File: src/rtl/pg_pkg.sv
package pg_pkg;

    typedef enum logic [1:0] {
        MODE_IDLE   = 2'b00,
        MODE_TRACK  = 2'b01,
        MODE_SUPPLY = 2'b10,
        MODE_RSVD   = 2'b11
    } mode_e;

    typedef enum logic [2:0] {
        ST_REST,
        ST_PH_A,
        ST_GAP_AB,
        ST_PH_B,
        ST_GAP_BA
    } ph_state_e;

    // Gate rule: SUPPLY passes on a low node (err=1); TRACK passes when
    // the error matches the requested direction; anything else blocks.
    function automatic logic pass_pulse(mode_e m, logic dir, logic err);
        logic r;
        r = 1'b0;
        unique case (m)
            MODE_SUPPLY: r = err;
            MODE_TRACK:  r = (err == dir);
            default:     r = 1'b0;
        endcase
        return r;
    endfunction

    function automatic logic is_idle(mode_e m);
        return (m == MODE_IDLE) || (m == MODE_RSVD);
    endfunction

endpackage

File: src/rtl/pg_window.sv
module pg_window
    import pg_pkg::*;
#(
    parameter int WIN = 5
) (
    input  logic  clk,
    input  logic  rst_n,
    input  mode_e mode,
    input  logic  dir_src,
    input  logic  err_bit,
    output logic  gate_q,
    output logic  src_q,
    output logic  win_last
);
    localparam int CW = (WIN > 2) ? $clog2(WIN) : 1;
    localparam logic [CW-1:0] LAST = CW'(WIN - 1);

    logic [CW-1:0] cnt;
    logic          idle;

    assign idle     = is_idle(mode);
    assign win_last = (cnt == LAST);

    // window position counter, aligned to reset release
    always_ff @(posedge clk) begin
        if (!rst_n) begin
            cnt <= '0;
        end else if (win_last) begin
            cnt <= '0;
        end else begin
            cnt <= cnt + CW'(1);
        end
    end

    // decision register: one sample per window, IDLE overrides at once
    always_ff @(posedge clk) begin
        if (!rst_n) begin
            gate_q <= 1'b0;
            src_q  <= 1'b0;
        end else if (idle) begin
            gate_q <= 1'b0;
            src_q  <= 1'b0;
        end else if (win_last) begin
            gate_q <= pass_pulse(mode, dir_src, err_bit);
            src_q  <= (mode == MODE_SUPPLY) ? 1'b1 : dir_src;
        end
    end


    win_hold_chk: assert property (@(posedge clk) disable iff (!rst_n)
        (!win_last && !idle) |=> ($stable(gate_q) && $stable(src_q)));


    supply_src_chk: assert property (@(posedge clk) disable iff (!rst_n)
        (win_last && mode == MODE_SUPPLY) |=> src_q);


    idle_clear_chk: assert property (@(posedge clk) disable iff (!rst_n)
        idle |=> (!gate_q && !src_q));

endmodule

File: src/rtl/pg_phase_fsm.sv
module pg_phase_fsm
    import pg_pkg::*;
#(
    parameter int PH_HIGH = 1,
    parameter int DT_W    = 4
) (
    input  logic            clk,
    input  logic            rst_n,
    input  logic            idle,
    input  logic            gate,
    input  logic [DT_W-1:0] dead_len,
    output logic            phi_a,
    output logic            phi_b
);
    localparam int HW = (PH_HIGH > 1) ? $clog2(PH_HIGH + 1) : 1;
    localparam int TW = (DT_W > HW) ? DT_W : HW;
    localparam logic [TW-1:0] HI_LOAD = TW'(PH_HIGH - 1);

    ph_state_e       state, nxt_state;
    logic [TW-1:0]   tmr, nxt_tmr;
    logic [DT_W-1:0] dead_m1;
    logic [TW-1:0]   dead_load;

    // zero dead time is clamped to one cycle
    assign dead_m1   = (dead_len == '0) ? '0 : (dead_len - DT_W'(1));
    assign dead_load = TW'(dead_m1);

    always_comb begin
        nxt_state = state;
        nxt_tmr   = tmr;
        unique case (state)
            ST_REST: begin
                if (gate) begin
                    nxt_state = ST_PH_A;
                    nxt_tmr   = HI_LOAD;
                end
            end
            ST_PH_A: begin
                if (tmr == '0) begin
                    nxt_state = ST_GAP_AB;
                    nxt_tmr   = dead_load;
                end else begin
                    nxt_tmr = tmr - TW'(1);
                end
            end
            ST_GAP_AB: begin
                if (tmr == '0) begin
                    nxt_state = ST_PH_B;
                    nxt_tmr   = HI_LOAD;
                end else begin
                    nxt_tmr = tmr - TW'(1);
                end
            end
            ST_PH_B: begin
                if (tmr == '0) begin
                    nxt_state = ST_GAP_BA;
                    nxt_tmr   = dead_load;
                end else begin
                    nxt_tmr = tmr - TW'(1);
                end
            end
            ST_GAP_BA: begin
                if (tmr == '0) begin
                    if (gate) begin
                        nxt_state = ST_PH_A;
                        nxt_tmr   = HI_LOAD;
                    end else begin
                        nxt_state = ST_REST;
                        nxt_tmr   = '0;
                    end
                end else begin
                    nxt_tmr = tmr - TW'(1);
                end
            end
            default: begin
                nxt_state = ST_REST;
                nxt_tmr   = '0;
            end
        endcase
        if (idle) begin
            nxt_state = ST_REST;
            nxt_tmr   = '0;
        end
    end

    // state register
    always_ff @(posedge clk) begin
        if (!rst_n) begin
            state <= ST_REST;
            tmr   <= '0;
        end else begin
            state <= nxt_state;
            tmr   <= nxt_tmr;
        end
    end

    // registered phase outputs, decoded from the next state
    always_ff @(posedge clk) begin
        if (!rst_n) begin
            phi_a <= 1'b0;
            phi_b <= 1'b0;
        end else begin
            phi_a <= (nxt_state == ST_PH_A);
            phi_b <= (nxt_state == ST_PH_B);
        end
    end

    // alternation tracker used by the checks below
    logic last_a;
    always_ff @(posedge clk) begin
        if (!rst_n) begin
            last_a <= 1'b0;
        end else if (idle) begin
            last_a <= 1'b0;
        end else if (phi_a) begin
            last_a <= 1'b1;
        end else if (phi_b) begin
            last_a <= 1'b0;
        end
    end


    no_overlap_chk: assert property (@(posedge clk) disable iff (!rst_n)
        !(phi_a && phi_b));


    gap_ab_chk: assert property (@(posedge clk) disable iff (!rst_n)
        $fell(phi_a) |-> !phi_b);


    gap_ba_chk: assert property (@(posedge clk) disable iff (!rst_n)
        $fell(phi_b) |-> !phi_a);


    b_after_a_chk: assert property (@(posedge clk) disable iff (!rst_n)
        $rose(phi_b) |-> last_a);


    a_after_b_chk: assert property (@(posedge clk) disable iff (!rst_n)
        $rose(phi_a) |-> !last_a);


    start_gated_chk: assert property (@(posedge clk) disable iff (!rst_n)
        $rose(phi_a) |-> $past(gate));


    idle_low_chk: assert property (@(posedge clk) disable iff (!rst_n)
        idle |=> (!phi_a && !phi_b));

endmodule

File: src/rtl/pump_pulse_gater.sv
module pump_pulse_gater
    import pg_pkg::*;
#(
    parameter int WIN     = 5,
    parameter int PH_HIGH = 1,
    parameter int DT_W    = 4
) (
    input  logic            clk,
    input  logic            rst_n,
    input  logic [1:0]      mode_sel,
    input  logic            dir_src,
    input  logic            err_bit,
    input  logic [DT_W-1:0] dead_len,
    output logic            phi_a,
    output logic            phi_b,
    output logic            pump_src
);
    mode_e mode;
    logic  gate_q;
    logic  src_q;
    logic  win_last;
    logic  idle;

    assign mode = mode_e'(mode_sel);
    assign idle = is_idle(mode);

    pg_window #(.WIN(WIN)) u_win (
        .clk      (clk),
        .rst_n    (rst_n),
        .mode     (mode),
        .dir_src  (dir_src),
        .err_bit  (err_bit),
        .gate_q   (gate_q),
        .src_q    (src_q),
        .win_last (win_last)
    );

    pg_phase_fsm #(.PH_HIGH(PH_HIGH), .DT_W(DT_W)) u_fsm (
        .clk      (clk),
        .rst_n    (rst_n),
        .idle     (idle),
        .gate     (gate_q),
        .dead_len (dead_len),
        .phi_a    (phi_a),
        .phi_b    (phi_b)
    );

    assign pump_src = src_q;


    idle_sink_chk: assert property (@(posedge clk) disable iff (!rst_n)
        idle |=> (!pump_src && !phi_a && !phi_b));


    src_boundary_chk: assert property (@(posedge clk) disable iff (!rst_n)
        (!win_last && !idle) |=> $stable(pump_src));

endmodule

File: config.mk
export PLATFORM = sky130hd
export DESIGN_NAME = pump_pulse_gater
export DESIGN_NICKNAME = d
export VERILOG_FILES = /design/src/rtl/pg_pkg.sv /design/src/rtl/pg_window.sv /design/src/rtl/pg_phase_fsm.sv /design/src/rtl/pump_pulse_gater.sv
export SDC_FILE = /design/constraint.sdc
export NUM_CORES = 1
export LEC_CHECK = 0
export ABC_CLOCK_PERIOD_IN_PS = 3490
export BUFFER_PORTS_ARGS = -buffer_cell sky130_fd_sc_hd__buf_2
export CAP_MARGIN = 15
export CORE_MARGIN = 10
export CORE_UTILIZATION = 40
export DETAILED_ROUTE_END_ITERATION = 8
export GPL_TIMING_DRIVEN = 1
export SLEW_MARGIN = 40
export SYNTH_ARGS = -nofsm -noshare
export SYNTH_HDL_FRONTEND = slang
export SYNTH_HIERARCHICAL = 1
export SYNTH_SLANG_ARGS = --single-unit
File: constraint.sdc
create_clock -name clk -period 3.49 [get_ports clk]
set_input_delay 0.5235 -clock clk [delete_from_list [all_inputs] [get_ports clk]]
set_output_delay 0.5235 -clock clk [all_outputs]
set_load 0.03 [all_outputs]
### Word level (Yosys, flattened, before mapping)

Cells that the tools add are included.

* flip-flop bits (word level): 14
* input bits: 10
* output and inout port bits: 3
* logic and storage cells: 47

* add/sub/neg operators: 3
* equality and inequality tests: 12
* multiplexer cells: 15
* bitwise logic cells: 1
* reductions and logical operators: 9

Operators by type and width (count)
* $mux 3: 6
* $mux 4: 4
* $pmux 3 s5: 1
* $pmux 4 s3: 1
* $eq 3x2->1 const B: 3
* $logic_not 4->1: 2
* $reduce_or 2->1: 4
* $sub 4x1->4 const B: 2
* $eq 3x1->1 const B: 2
* $eq 3x3->1 const B: 2
* $eq 2x2->1 const B: 2
* $add 3x1->3 const B: 1
* $logic_not 3->1: 1
* $eq 2x1->1 const B: 1
* $logic_not 2->1: 1
* $mux 1: 2
* $ne 2x2->1 const B: 1
* $pmux 1 s2: 1
* $eq 1x1->1: 1
* $logic_or 1x1->1: 1
* $not 1->1: 1

### Longest topological paths before layout

Gate-level depths: netlist of run 1.

* depth in word-level cells: 5
* depth in mapped cells: 6
* mapped depth without buffers: 6

### Hierarchy

Netlist of run 1, hierarchy kept.

By module, submodules not included
* pg_phase_fsm: times used 1, cells an instance 75, area an instance 641.9 sq um, sequential area each 180.2 sq um
* pg_window: times used 1, cells an instance 28, area an instance 252.7 sq um, sequential area each 100.1 sq um
* pump_pulse_gater: times used 1, cells an instance 1, area an instance 8.8 sq um, sequential area each 0.0 sq um

### Worst setup path before layout of run 1

OpenSTA, ideal clock, no wires.

* kind: reg2reg
* start point: reg u_fsm.tmr[0]
* end point: reg u_fsm.phi_a
* library setup time: 103 ps
* arrival time: 1576 ps
* data required time: 3387 ps
* slack: 1810 ps
* stages on the path, launching flop included: 7
* buffers on the path: 0
* period minus slack after synthesis: 1680 ps
* cell sequence: dfxtp_1 -> inv_1 -> ha_1 -> nor3b_4 -> a21oi_2 -> a221o_1 -> a2111oi_2

* word-level cells in the longest chain between the ends: 5
* elaborated cells between the ends (all ways): 8
* classes of those cells: eq/ne: 1; mux: 6; reduce/logical: 1

RTL lines
* from (decl): RTL line pg_phase_fsm.sv:20 `logic [TW-1:0] tmr, nxt_tmr;`
* from (signal assigned): RTL line pg_phase_fsm.sv:93 `tmr <= nxt_tmr;`
* $logic_not 4->1 (*)
* $mux 3 (on tied branches)
* $pmux 3 s5 (*): RTL line pg_phase_fsm.sv:31 `unique case (state)`
* $mux 3 (*): RTL line pg_phase_fsm.sv:80 `if (idle) begin`
* $eq 3x1->1 (*): RTL line pg_phase_fsm.sv:103 `phi_a <= (nxt_state == ST_PH_A);`
* to (signal assigned): RTL line pg_phase_fsm.sv:103
* to (decl): RTL line pg_phase_fsm.sv:12 `output logic phi_a,`

Every way passes the cells marked *; elsewhere a longest branch is shown, timed or not.
A chain may end at the register's enable or synchronous reset.

### Final worst setup path of run 1

Ends and elaborated chain as after synthesis.

==> results of run 1 <==
## final cells by class
type                            instances  area, sq um
Multi-Input combinational cell         76          568
Fill cell                             226         1170
Sequential cell                        14          280
Timing Repair Buffer                   12         60.1
Inverter                               12         45.0
Clock buffer                            4         36.3
Tap cell                               28         35.0
## sequential cells by signal (all words and copies together), names as in the netlist
register and flops:
u_win/cnt 3, u_win/src_q 1, u_fsm/phi_b 1, u_fsm/state 3, u_fsm/phi_a 1, u_win/gate_q 1, u_fsm/tmr 4
## cells by family (layout without fill, tap and decap cells)
kind of cell	after synthesis	after routing	share of synthesized area [%]
xor gates and xnor gates	3	3	2.91
and+or+nand+nor	44	44	30.7
muxes	1	1	1.25
DFF	14	14	31.0
buffers and inverters	14	28	6.09
AOI/OAI and AO/OA	20	20	16.9
adders and majority gates	8	8	11.1
## cells in the mapped netlist (3+ instances only)
cell / count
inv_1: 12
nor2b_1: 4
nor2_1: 4
ha_1: 8
dfxtp_1: 14
nand2b_1: 3
nor3_1: 9
nand2_1: 5
o21ai_0: 4
and3_1: 3
## power by group through the flow
stage,Sequential [uW],Combinational [uW],Clock (uW)
floorplan,169,22.4,0
global placement,169,34.7,0
detailed placement,169,35.8,0
CTS,166,36.0,123
global route,166,41.0,132
finish,166,35.6,120
## worst max-delay path, stage by stage (launching register included)
cell       delay (ns)
dfxtp_1          0.34
inv_1            0.09
ha_1             0.19
nor3b_4          0.38
a21oi_2          0.09
a221o_1          0.39
a2111oi_2        0.28
## worst paths after layout
kind,from,end,slack (ns),cells after the start
hold reg to reg,u_win/src_q,u_win/src_q,0.51,2
hold / removal,rst_n,u_win/cnt[2],0.51,2
setup reg to reg,u_fsm/tmr[0],u_fsm/phi_a,1.63,6
setup / recovery,u_fsm/tmr[0],u_fsm/phi_a,1.63,6
## layout by cell type, fill, tap and decap left out, types with 2 or more instances in the layout
| master | netlist | routed |
|---|---|---|
| nor3b_1 | 2 | 2 |
| nor4_2 | 2 | 2 |
| and3_1 | 3 | 3 |
| ha_1 | 8 | 8 |
| clkbuf_4 | 0 | 3 |
| nor2_1 | 4 | 4 |
| nand2b_1 | 3 | 3 |
| xnor2_1 | 2 | 2 |
| a211oi_1 | 2 | 2 |
| o21ai_0 | 4 | 4 |
| nor3_1 | 9 | 9 |
| o21a_1 | 2 | 2 |
| nand3_1 | 2 | 2 |
| a21oi_1 | 2 | 2 |
| buf_2 | 2 | 12 |
| dfxtp_1 | 14 | 14 |
| nand2_1 | 5 | 5 |
| a221oi_1 | 2 | 2 |
| nor2b_1 | 4 | 4 |
| inv_1 | 12 | 12 |
## metrics by stage
step                      setup slack [ns]  instances
after global routing                  1.48        146
after detailed placement              1.59        142
after global placement                1.61        142
after floorplan                       1.81        104
after CTS                             1.64        146
final                                 1.63        146
## routing by layer
layer	up-vias	track usage, %	routed length [um]
met5	-	0	0
met4	0	3.85	17
met3	2	3.31	127
met2	22	15.8	852
met1	353	10.8	904
li1	400	-	-
==> results by group, run 1 <==
Run status
  • Status: finished, final reports clean

Power
  • Max VDD drop: 211 uV
  • Leak Pwr: 0.000452 uW
  • Reg power frac: 51.6%
  • Switching Share: 24.2%
  • Int Pwr: 243 uW
  • Sw power: 77.5 uW
  • Logic pwr share: 11.1%
  • Cell Pwr Density: 313 nW/um^2
  • Final Power: 321 uW
  • Clock power frac: 37.3%

Timing
  • Final period util: 53.2%
  • Worst slew margin: 71.3%
  • Worst-Margin Slew: 0.428 ns
  • Clk_skew: 0.00161 ns
  • Tmin final: 1.86 ns
  • RSZ-0062 raised after global routing: no
  • Hold Slack: 0.507 ns
  • Setup TNS: 0 ns
  • Max frequency: 539 MHz
  • Final hold viol count: 0
  • # setup viols final: 0
  • Fin. max-slew vios: 0

Setup path
  • CP max FO: 9
  • Worst EP arrival: 2.04 ns
  • Crit Path Category: reg2reg
  • Crit end category: register
  • Worst path required time: 3.68 ns
  • Startpoint class of the critical path: register

GRT
  • Largest net degree at the start of global routing: 11
  • Grt ovf: 0
  • All-layer global routing usage: 9.51%
  • Via count of the first global-routing pass: 821
  • First-pass GRT wire length: 3.47 mm
  • Antenna violations before repair: 0

Placed design
  • RePlAce Congestion: 0.835
  • Dpl hpwl: 1.52 mm
  • DP Area: 988 sq um
  • PortBufs: 12

Synth
  • Yosys warnings: 6
  • Gate Count Post-Synth: 104
  • Top FF cell, synth: dfxtp_1
  • Synthesized flop and latch total: 14
  • Synth Net Count: 122
  • Synth top area share: 31.0%
  • Yosys top cell by area: dfxtp_1
  • Cell area after synthesis: 903 sq um
  • Ys async rst share: 0%
  • Average cell area after synthesis: 8.69 sq um
  • Seq/Total Area, Yosys: 31.0%
  • Area contributors post-synth: dfxtp_1 31%, ha_1 11%, nor3_1 5.0%
  • Distinct cells, synth: 39
  • Post-synth EDFFs: 0

Route
  • Vias per inst: 5.32
  • TritonRoute pass-1 iters: 4
  • Final wirelength: 1.90 mm
  • Avg WL per Cell: 13.0 um
  • ANT nets after route: 0
  • DRT iter0 DRCs: 39
  • DRC violations left: 0
  • Via count: 777

Layout
  • Final core occ: 46.8%
  • Nets: 137
  • Area Overhead vs Synth: 13.4%
  • Proportion of layout cells with a drive suffix above 1: 21.2%
  • ANT cells: 0
  • Design area: 1020 sq um

CTS
  • H-tree depth: 1
  • PostCTS Resize Cnt: 0
  • # clock sinks: 14
  • Number of post-CTS setup repair buffers: 0
  • Worst-Skew Late Latency: 0.28 ns
  • Clock Path Buffers: 2
  • Hold_buf cts: 0
  • Clock root buffer: clkbuf_4
  • Cts bufs inserted: 3
  • CTS tree: built
  • Clk pin slew, worst setup/hold paths: 0.09 ns

Floorplan
  • Core region area: 2190 sq um
  • Initial Utilization: 41.2%
  • I/O Pins: 13
  • Die area: 4560 sq um
  • Die width: 67.5 um
  • FP Rows: 17
  • Chip Height: 67.5 um

Job
  • Max-cap violations: 0

Hold path
  • Min-Delay Path Class: in2reg
No activity file was read; power rests on OpenSTA's default activity.
==> inputs of run 2 (changes only) <==
--- a/config.mk
+++ b/config.mk
@@ -5,7 +5,7 @@
 export SDC_FILE = /design/constraint.sdc
 export NUM_CORES = 1
 export LEC_CHECK = 0
-export ABC_CLOCK_PERIOD_IN_PS = 3490
+export ABC_CLOCK_PERIOD_IN_PS = 1800
 export BUFFER_PORTS_ARGS = -buffer_cell sky130_fd_sc_hd__buf_2
 export CAP_MARGIN = 15
 export CORE_MARGIN = 10
==> constraint.sdc (replaced) <==
create_clock -name clk -period 1.8 [get_ports clk]
set_input_delay 0.27 -clock clk [delete_from_list [all_inputs] [get_ports clk]]
set_output_delay 0.27 -clock clk [all_outputs]
set_load 0.03 [all_outputs]
==> run 2 against run 1 <==
Against the previous run:
- clock power grew 87%
- worst setup slack lost 1.5 ns
- routed wire length grew 2.0%
- critical path depth is the same
- combinational power grew 98%
- critical path type unchanged
- largest cell class unchanged
- largest power group unchanged
==> results by group, run 2 (synthesized netlist as in run 1, its figures left out) <==
Power
  • Final Power: 616 uW
  • Leak Pwr: 0.000485 uW
  • Cell Pwr Density: 567 nW/um^2
  • Max VDD drop: 379 uV

Layout
  • Largest registers: u_fsm/tmr (4), u_fsm/state (3), u_win/cnt (3)
  • Final core occ: 49.6%
  • Area Overhead vs Synth: 20.2%
  • Proportion of layout cells with a drive suffix above 1: 29.6%
  • Nets: 144
  • Reg with most FFs: u_fsm/tmr
  • Final cell count without fillers: 153
  • Fill count: 215
  • ANT cells: 0
  • Commonest cells after routing, fill and taps aside: 12 x buf_2, 12 x dfxtp_1, 10 x inv_1, 9 x nor3_1, 7 x ha_1
  • Max reg flops: 4

Timing
  • Clk_skew: 0.00617 ns
  • Tmin final: 1.70 ns
  • Final hold viol count: 0
  • Max frequency: 587 MHz
  • Worst-Margin Slew: 0.407 ns
  • Worst slew margin: 72.7%
  • Final period util: 94.7%
  • # setup viols final: 0
  • Fin. max-slew vios: 0

GRT
  • Grt ovf: 0
  • Via count of the first global-routing pass: 741
  • Largest net degree at the start of global routing: 11
  • All-layer global routing usage: 8.61%
  • Antenna violations before repair: 0
  • First-pass GRT wire length: 3.16 mm

Floorplan
  • I/O Pins: 13
  • Core region area: 2190 sq um
  • Die width: 67.5 um
  • Chip Height: 67.5 um
  • Die area: 4560 sq um
  • FP Rows: 17
  • Initial Utilization: 41.2%

Route
  • ANT nets after route: 0
  • Vias per inst: 5.25
  • Final wirelength: 1.94 mm
  • TritonRoute pass-1 iters: 4
  • DRT iter0 DRCs: 24
  • DRC violations left: 0
  • Avg WL per Cell: 12.7 um
  • Via count: 804

Hold path
  • Min-Delay Path Class: in2reg

CTS
  • Clock root buffer: clkbuf_4
  • CTS tree: built
  • Clock Path Buffers: 2
  • Clk pin slew, worst setup/hold paths: 0.09 ns
  • # clock sinks: 14
  • Worst-Skew Late Latency: 0.27 ns
  • H-tree depth: 1
  • Cts bufs inserted: 3

Setup path
  • Crit path max-delay family: simple AND/OR/NAND/NOR gates
  • CP Buf/Inv Count: 1
  • Startpoint class of the critical path: register
  • CP max FO: 5
  • Slowest-stage cell, CP: a221o_1
  • Crit Path Category: reg2reg
  • CP Cell Sequence: inv_2 -> ha_2 -> nor3b_4 -> o21ai_1 -> a221o_1 -> nor4_2
  • Crit end category: register
  • Worst path required time: 1.99 ns
  • Crit-path max cell delay: 0.38 ns
  • Worst EP arrival: 1.89 ns

Placed design
  • RePlAce Congestion: 0.831
  • PortBufs: 12
  • Placed cell count: 145
  • Dpl hpwl: 1.56 mm

Job
  • Max-cap violations: 0

Run status
  • Status: finished, final reports clean
## run 2: metal layers
layer  global-route usage (%)  up-vias  wire length, um
li1                         -      415                -
met1                     10.5      370              924
met2                     13.8       19              896
met3                     3.31        0              119
met4                     2.31        0                0
met5                        0        -                0
## run 2: power by group
group          switching (uW)  total (uW)  internal [uW]
clock                     101         224            123
combinational            38.0        70.6           32.7
sequential               4.70         321            316
total                     144         616            472
## run 2: repair_timing
item / 4_1_cts / 5_1_grt
hold endpoints to repair: 0 / 0
hold buffers: 0 / 0
setup endpoints to repair: 0 / 4
setup buffers: 0 / 4
gates resized for setup: 0 / 7
## run 2: worst paths after layout
kind	from	to	slack [ns]	depth (start not counted)
worst max-delay path	u_fsm/tmr[0]	u_fsm/phi_b	0.1	6
worst min-delay path	rst_n	u_win/cnt[2]	0.26	2
worst max register to register	u_fsm/tmr[0]	u_fsm/phi_b	0.1	6
worst min register to register	u_win/src_q	u_win/src_q	0.50	2
## run 2: stage by stage
step	setup slack [ns]	area, sq um	setup TNS (ns)	hold WS [ns]
3_3_place_gp	0.126	1010	0	0.487
3_5_place_dp	0.0483	1010	0	0.491
5_1_grt	-0.0117	1090	-0.0129	0.258
2_1_floorplan	0.120	903	0	0.388
6_report	0.0956	1090	0	0.259
4_1_cts	0.0334	1050	0	0.247
## run 2: cell type report
type	count	area [sq um]	share of cell area, %
multi-input combinational	76	571	52.5
sequential	14	283	26.0
timing repair buffer	19	116	10.7
inverter	12	45.0	4.15
clock buffer	4	36.3	3.34
tap	28	35.0	3.23
